### config.mk
export PLATFORM = sky130hd
export DESIGN_NAME = sample_gearbox
export DESIGN_NICKNAME = d
export VERILOG_FILES = /design/src/rtl/gbx_pkg.sv /design/src/rtl/gbx_bit_order.sv /design/src/rtl/gbx_skip.sv /design/src/rtl/gbx_accum.sv /design/src/rtl/sample_gearbox.sv
export SDC_FILE = /design/constraint.sdc
export NUM_CORES = 1
export LEC_CHECK = 0
export CORE_ASPECT_RATIO = 0.6
export CORE_UTILIZATION = 54
export CTS_BUF_LIST = sky130_fd_sc_hd__clkbuf_2
export CTS_CLUSTER_SIZE = 12
export DETAILED_ROUTE_END_ITERATION = 8
export PLACE_DENSITY = 0.88
export SYNTH_ARGS = -nofsm -noshare
export SYNTH_HDL_FRONTEND = slang
export SYNTH_HIERARCHICAL = 1
export SYNTH_SLANG_ARGS = --single-unit
### constraint.sdc
create_clock -name clk -period 3.35 [get_ports clk]
set_input_delay 0.335 -clock clk [delete_from_list [all_inputs] [get_ports clk]]
set_output_delay 0.335 -clock clk [all_outputs]
set_load 0.1 [all_outputs]
### src/rtl/gbx_pkg.sv
package gbx_pkg;

  typedef enum logic {
    ORD_LSB = 1'b0,
    ORD_MSB = 1'b1
  } bit_order_e;

endpackage

### src/rtl/gbx_bit_order.sv
// Converts between wire order and time order (bit 0 = earliest).
module gbx_bit_order
  import gbx_pkg::*;
#(
  parameter int W = 8
) (
  input  logic [W-1:0] bits_i,
  input  bit_order_e   order_i,
  output logic [W-1:0] bits_o
);

  logic [W-1:0] reversed;

  for (genvar i = 0; i < W; i++) begin : g_rev
    assign reversed[i] = bits_i[W-1-i];
  end

  assign bits_o = (order_i == ORD_MSB) ? reversed : bits_i;

endmodule

### src/rtl/gbx_skip.sv
// Discards a programmable number of leading stream bits after reset.
module gbx_skip #(
  parameter int IN_W  = 8,
  parameter int OFS_W = 4,
  localparam int CW   = $clog2(IN_W + 1),
  localparam int DW   = (OFS_W > CW) ? OFS_W : CW
) (
  input  logic             clk,
  input  logic             rst,
  input  logic [OFS_W-1:0] ofs_i,
  input  logic             vld_i,
  input  logic [IN_W-1:0]  bits_i,
  output logic [IN_W-1:0]  bits_o,
  output logic [CW-1:0]    cnt_o
);

  logic [OFS_W-1:0] drop_q;
  logic [DW-1:0]    drop_ext;
  logic [DW-1:0]    take;

  always_comb begin
    drop_ext = DW'(drop_q);
    if (drop_ext > DW'(IN_W)) begin
      take = DW'(IN_W);
    end else begin
      take = drop_ext;
    end
    bits_o = bits_i >> take;
    cnt_o  = CW'(IN_W) - CW'(take);
  end

  always_ff @(posedge clk) begin
    if (rst) begin
      drop_q <= ofs_i;
    end else if (vld_i) begin
      drop_q <= drop_q - OFS_W'(take);
    end
  end

endmodule

### src/rtl/gbx_accum.sv
// Bit accumulator with fill count; releases OUT_W bits when enough are held.
module gbx_accum #(
  parameter int IN_W  = 8,
  parameter int OUT_W = 14,
  localparam int CW    = $clog2(IN_W + 1),
  localparam int ACC_W = IN_W + OUT_W - 1,
  localparam int FW    = $clog2(ACC_W + 1)
) (
  input  logic             clk,
  input  logic             rst,
  input  logic             vld_i,
  input  logic [IN_W-1:0]  bits_i,
  input  logic [CW-1:0]    cnt_i,
  output logic [OUT_W-1:0] word_o,
  output logic             emit_o,
  output logic [FW-1:0]    fill_o
);

  logic [ACC_W-1:0] acc_q;
  logic [FW-1:0]    fill_q;
  logic [ACC_W-1:0] merged;
  logic [FW-1:0]    fill_sum;

  always_comb begin
    merged   = acc_q | (ACC_W'(bits_i) << fill_q);
    fill_sum = fill_q + FW'(cnt_i);
    emit_o   = vld_i && (fill_sum >= FW'(OUT_W));
    word_o   = merged[OUT_W-1:0];
  end

  always_ff @(posedge clk) begin
    if (rst) begin
      acc_q  <= '0;
      fill_q <= '0;
    end else if (vld_i) begin
      if (emit_o) begin
        acc_q  <= merged >> OUT_W;
        fill_q <= fill_sum - FW'(OUT_W);
      end else begin
        acc_q  <= merged;
        fill_q <= fill_sum;
      end
    end
  end

  assign fill_o = fill_q;

endmodule

### src/rtl/sample_gearbox.sv
module sample_gearbox
  import gbx_pkg::*;
#(
  parameter int IN_W  = 8,
  parameter int OUT_W = 14,
  parameter int OFS_W = 4,
  localparam int CW    = $clog2(IN_W + 1),
  localparam int ACC_W = IN_W + OUT_W - 1,
  localparam int FW    = $clog2(ACC_W + 1)
) (
  input  logic             clk,
  input  logic             rst,
  input  logic [IN_W-1:0]  in_data,
  input  logic             in_vld,
  input  logic             msb_first,
  input  logic [OFS_W-1:0] start_ofs,
  output logic [OUT_W-1:0] smp_data,
  output logic             smp_vld
);

  bit_order_e       order;
  logic [IN_W-1:0]  time_bits;
  logic [IN_W-1:0]  kept_bits;
  logic [CW-1:0]    kept_cnt;
  logic [OUT_W-1:0] time_word;
  logic [OUT_W-1:0] wire_word;
  logic             emit;
  logic [FW-1:0]    acc_fill;

  assign order = bit_order_e'(msb_first);

  gbx_bit_order #(.W(IN_W)) i_order_in (
    .bits_i  (in_data),
    .order_i (order),
    .bits_o  (time_bits)
  );

  gbx_skip #(.IN_W(IN_W), .OFS_W(OFS_W)) i_skip (
    .clk    (clk),
    .rst    (rst),
    .ofs_i  (start_ofs),
    .vld_i  (in_vld),
    .bits_i (time_bits),
    .bits_o (kept_bits),
    .cnt_o  (kept_cnt)
  );

  gbx_accum #(.IN_W(IN_W), .OUT_W(OUT_W)) i_accum (
    .clk    (clk),
    .rst    (rst),
    .vld_i  (in_vld),
    .bits_i (kept_bits),
    .cnt_i  (kept_cnt),
    .word_o (time_word),
    .emit_o (emit),
    .fill_o (acc_fill)
  );

  gbx_bit_order #(.W(OUT_W)) i_order_out (
    .bits_i  (time_word),
    .order_i (order),
    .bits_o  (wire_word)
  );

  always_ff @(posedge clk) begin
    if (rst) begin
      smp_vld  <= 1'b0;
      smp_data <= '0;
    end else begin
      smp_vld <= emit;
      if (emit) begin
        smp_data <= wire_word;
      end
    end
  end

endmodule

==> reports/qor.log <==
qor: global_route.vias_in_the_first_global_route 3121
qor: die.initial_utilization 58.4%
qor: sta.period_share 99.1%
qor: drt.post_drt_wl_per_cell 20.5 microns
qor: critical_path.timing.critical_path.to_type register
qor: clock_tree.cts_max_path_buffers 2
qor: yosys.synth_seq_area_share 27.9%
qor: drt.drt-pass1-iter-count 5
qor: layout.diodes 0
qor: drt.dr.first_iter.drc_count 427
qor: power.p_leak 1.60 nW
qor: power.peakVddDrop 0.000373 V
qor: global_route.grt-ovfl-total 0
qor: critical_path.reg2reg_slack 0.03 ns
qor: yosys.synth_common_cells sky130_fd_sc_hd__nor2_1, sky130_fd_sc_hd__dfxtp_1, sky130_fd_sc_hd__mux2i_1, sky130_fd_sc_hd__mux2_2, sky130_fd_sc_hd__a21oi_1
qor: critical_path.max_fanout_on_critical_path 9
qor: sta.timing_max_transition_violations_final 0
qor: yosys.synth_fa_ha_area_share 3.19%
qor: yosys.synth.area.mux_share 23.7%
qor: placed_design.placement.io_buffers 30
qor: yosys.netlist_instances 369
qor: yosys.postSynth.topFlopCell sky130_fd_sc_hd__dfxtp_1
qor: yosys.synth_enable_flop_cells 4
qor: layout.drive_gt1_share 28.4%
qor: die.die-area 6580 sq um
qor: yosys.synth-async-reset-ratio 0%
qor: yosys.synth.cell_area 3370 sq um
qor: yosys.syn_nets 393
qor: placed_design.place.gp.congestion 0.935
qor: drt.via_count_of_the_routed_design 3389
qor: critical_path.worst_path_max_delay_cell sky130_fd_sc_hd__edfxtp_1
qor: drt.routed_via_density 6.66
qor: critical_path.worst_path_top_cell_family_by_delay simple AND/OR/NAND/NOR gates
qor: clock_tree.worstSkewPairLatency 0.47 ns
qor: die.die-width 104 microns
qor: clock_tree.cts_root_buffer sky130_fd_sc_hd__clkbuf_2
qor: clock_tree.htreeDepth 2
qor: global_route.grt_max_degree 34
qor: run.drv.max_cap_violation_count 0
qor: drt.drt-total-wl 10500 microns
qor: yosys.yosys_register_bits 45
qor: yosys.synth_xor_xnor_area_share 0.742%
qor: critical_path.cp.arrival 3.76 ns
qor: layout.final_net_count 452
qor: critical_path.crit_path_max_incr_delay 0.48 ns
qor: global_route.first_pass_grt_wire_length 15500 microns
qor: clock_tree.numClockSinks 45
qor: layout.finalCoreUtilization 71.4%
qor: power.powerDensity 594 nW/um^2
qor: critical_path.worstSetupPathType reg -> reg
qor: die.die_height 63.2 microns
qor: global_route.grt_use_total 30.0%
qor: critical_path.critical_path.n_buffers_inverters 3
qor: status.outcome complete, no violations
qor: die.fp_rows 21
qor: global_route.antenna_found_initial 0
qor: placed_design.hpwlAfterDp 7150 microns
qor: worst_hold_path.hold-path-endpoint i_accum/acc_q[13]$_SDFFE_PP0P_
qor: sta.tightest_slew 0.998 ns
qor: yosys.avgSynthCellArea 9.14 sq um
qor: worst_hold_path.hold_path.startpoint i_accum/acc_q[13]$_SDFFE_PP0P_
qor: yosys.synth_compound_area_share 18.8%
qor: sta.period_minus_slack 3.32 ns
qor: clock_tree.holdBufCountCts 0
qor: critical_path.r2r-start i_skip/drop_ext[3]$_DFFE_PP_
qor: critical_path.path_cells buf_4, buf_4, or3_1, nor2_1, and2_1, buf_4, mux2_2, nand3_1, a21oi_1, nor2_1, o21ai_0, mux2_2, mux2i_1, nor2_1
qor: critical_path.critPathLaunchType register
qor: yosys.fraction_of_post_synthesis_cell_area_in_the_top_cell_type_by_area 24.3%
qor: layout.area_delta_synth_final 22.3%
qor: yosys.synthDistinctLibCells 72
qor: die.core_area 5780 sq um
qor: worst_hold_path.min-delay-path-class reg -> reg
qor: yosys.synth_warn 6
qor: sta.max_freq 301 MHz
qor: yosys.area_leader_netlist sky130_fd_sc_hd__dfxtp_1
qor: sta.clock_skew 0.0331 ns
qor: critical_path.critical_path.reg2reg.endpoint smp_data[13]$_SDFFE_PP0P_
qor: yosys.synth_top_family_by_area multiplexers
qor: sta.setup_viol 0
qor: yosys.yosys.cell_count.top_type sky130_fd_sc_hd__nor2_1
qor: clock_tree.cts.clk_slew.worst_paths 0.27 ns
qor: drt.post-route-drc-count 0
qor: critical_path.r2r_cells 14
qor: clock_tree.tritoncts built
qor: sta.finalHoldViolCount 0
qor: sta.finalSetupTns 0 ns
qor: critical_path.cp.required 3.79 ns
qor: worst_hold_path.hold-path-cell-count 2
qor: clock_tree.tritoncts.num_buffers 5
qor: yosys.post_synth_and_or_nand_nor_area_fraction 18.5%
qor: sta.timing.max_slew.rel_slack 33.3%
qor: drt.antenna_violating_nets_post_route 0
qor: yosys.synth_area_leaders sky130_fd_sc_hd__dfxtp_1, sky130_fd_sc_hd__mux2_2, sky130_fd_sc_hd__mux2i_1
qor: die.pin_count 31
==> cell families (layout without fill, tap and decap cells) <==
| kind of cell | count (synthesis) | after routing |
|---|---|---|
| buf+inv | 38 | 98 |
| fa+ha+maj | 8 | 8 |
| compound gates | 86 | 86 |
| simple gates | 122 | 122 |
| other cells | 1 | 1 |
| flops | 45 | 45 |
| mux | 67 | 67 |
| xor+xnor | 2 | 2 |
==> area by class of cell <==
class                   instances  area [sq um]
repair buffers                 76           688
fillers                       384          1650
clock inverters                 3          50.0
multi-input cells             286          2270
inverters                      14          52.6
well taps                      80           100
flip-flops and latches         45           941
clock buffers                   5          25.0
==> worst max-delay path by stage <==
stage / depth (start not counted) / start / endpoint
2_1_floorplan: 15 / i_skip/drop_ext[3]$_DFFE_PP_ / smp_data[10]$_SDFFE_PP0P_
3_3_place_gp: 14 / msb_first / smp_data[6]$_SDFFE_PP0P_
3_5_place_dp: 14 / msb_first / smp_data[6]$_SDFFE_PP0P_
4_1_cts: 12 / i_skip/drop_ext[3]$_DFFE_PP_ / smp_data[6]$_SDFFE_PP0P_
5_1_grt: 13 / i_skip/drop_ext[3]$_DFFE_PP_ / smp_data[6]$_SDFFE_PP0P_
6_report: 14 / i_skip/drop_ext[3]$_DFFE_PP_ / smp_data[13]$_SDFFE_PP0P_
==> layout by cell type, fill, tap and decap left out, types with 3 or more instances in the layout <==
master	instances
sky130_fd_sc_hd__nor2_1	51
sky130_fd_sc_hd__buf_4	43
sky130_fd_sc_hd__dfxtp_1	41
sky130_fd_sc_hd__clkdlybuf4s50_1	30
sky130_fd_sc_hd__mux2_2	26
sky130_fd_sc_hd__mux2i_1	24
sky130_fd_sc_hd__a21oi_1	21
sky130_fd_sc_hd__nand2_1	16
sky130_fd_sc_hd__o21ai_0	14
sky130_fd_sc_hd__inv_1	13
sky130_fd_sc_hd__nand3_1	12
sky130_fd_sc_hd__mux2_4	9
sky130_fd_sc_hd__nor3_1	7
sky130_fd_sc_hd__clkbuf_2	5
sky130_fd_sc_hd__a21o_1	5
sky130_fd_sc_hd__ha_1	5
sky130_fd_sc_hd__mux4_2	4
sky130_fd_sc_hd__o32ai_1	4
sky130_fd_sc_hd__and2_1	4
sky130_fd_sc_hd__o211ai_1	4
sky130_fd_sc_hd__edfxtp_1	4
sky130_fd_sc_hd__mux2i_2	3
sky130_fd_sc_hd__and3_1	3
sky130_fd_sc_hd__nor3b_1	3
sky130_fd_sc_hd__nor4_2	3
sky130_fd_sc_hd__nor4_1	3
==> per-stage QoR <==
stage | setup slack, ns | hold slack [ns] | cells | area [sq um] | power, W
finish | 0.0308 | 0.469 | 509 | 4130 | 0.00245
CTS | 0.0117 | 0.470 | 506 | 4010 | 0.00229
global placement | -0.207 | 0.435 | 497 | 3930 | 0.00189
floorplan | 0.00431 | 0.407 | 369 | 3370 | 0.00161
detailed placement | -0.437 | 0.443 | 497 | 3930 | 0.00195
global route | -0.0246 | 0.502 | 509 | 4130 | 0.00254
==> power breakdown <==
| group | total [W] | switching (W) | leakage (nW) | internal (W) |
|---|---|---|---|---|
| clock network | 0.000339 | 0.000206 | 0.0451 | 0.000133 |
| registers | 0.000683 | 0.0000689 | 0.374 | 0.000614 |
| logic | 0.00143 | 0.000820 | 1.18 | 0.000610 |
==> per-layer routing <==
metal	share of wire [%]	wire length, microns	track usage (%)	up-vias
li1	-	-	-	1484
met1	40	4180	39.9	1621
met2	44	4590	48.3	242
met3	13	1350	7.25	42
met4	3.1	328	8.57	0
met5	0	0	3.17	-
==> registers in the layout, summed over array words and instances, names as in the netlist <==
name             count
i_accum/acc_q       21
i_accum/fill_o       5
i_skip/drop_ext      4
smp_data            14
smp_vld              1
==> repair_timing <==
| action | CTS | global route |
|---|---|---|
| endpoints found under the setup margin | 2 | 14 |
| hold endpoints to repair | 0 | 0 |
| cloned | 0 | 1 |
| buffers inserted | 1 | 2 |
| gates resized for setup | 1 | 15 |
| pin swaps | 0 | 4 |
==> worst register-to-register path, cell delays in order, from the launching register on <==
cell and delay [ns]:
sky130_fd_sc_hd__edfxtp_1 0.48, sky130_fd_sc_hd__buf_4 0.16, sky130_fd_sc_hd__buf_4 0.16, sky130_fd_sc_hd__or3_1 0.37
sky130_fd_sc_hd__nor2_1 0.26, sky130_fd_sc_hd__and2_1 0.28, sky130_fd_sc_hd__buf_4 0.15, sky130_fd_sc_hd__mux2_2 0.15
sky130_fd_sc_hd__nand3_1 0.11, sky130_fd_sc_hd__a21oi_1 0.21, sky130_fd_sc_hd__nor2_1 0.07, sky130_fd_sc_hd__o21ai_0 0.46
sky130_fd_sc_hd__mux2_2 0.27, sky130_fd_sc_hd__mux2i_1 0.06, sky130_fd_sc_hd__nor2_1 0.09
Note: power is estimated with default switching activity, not from simulation.
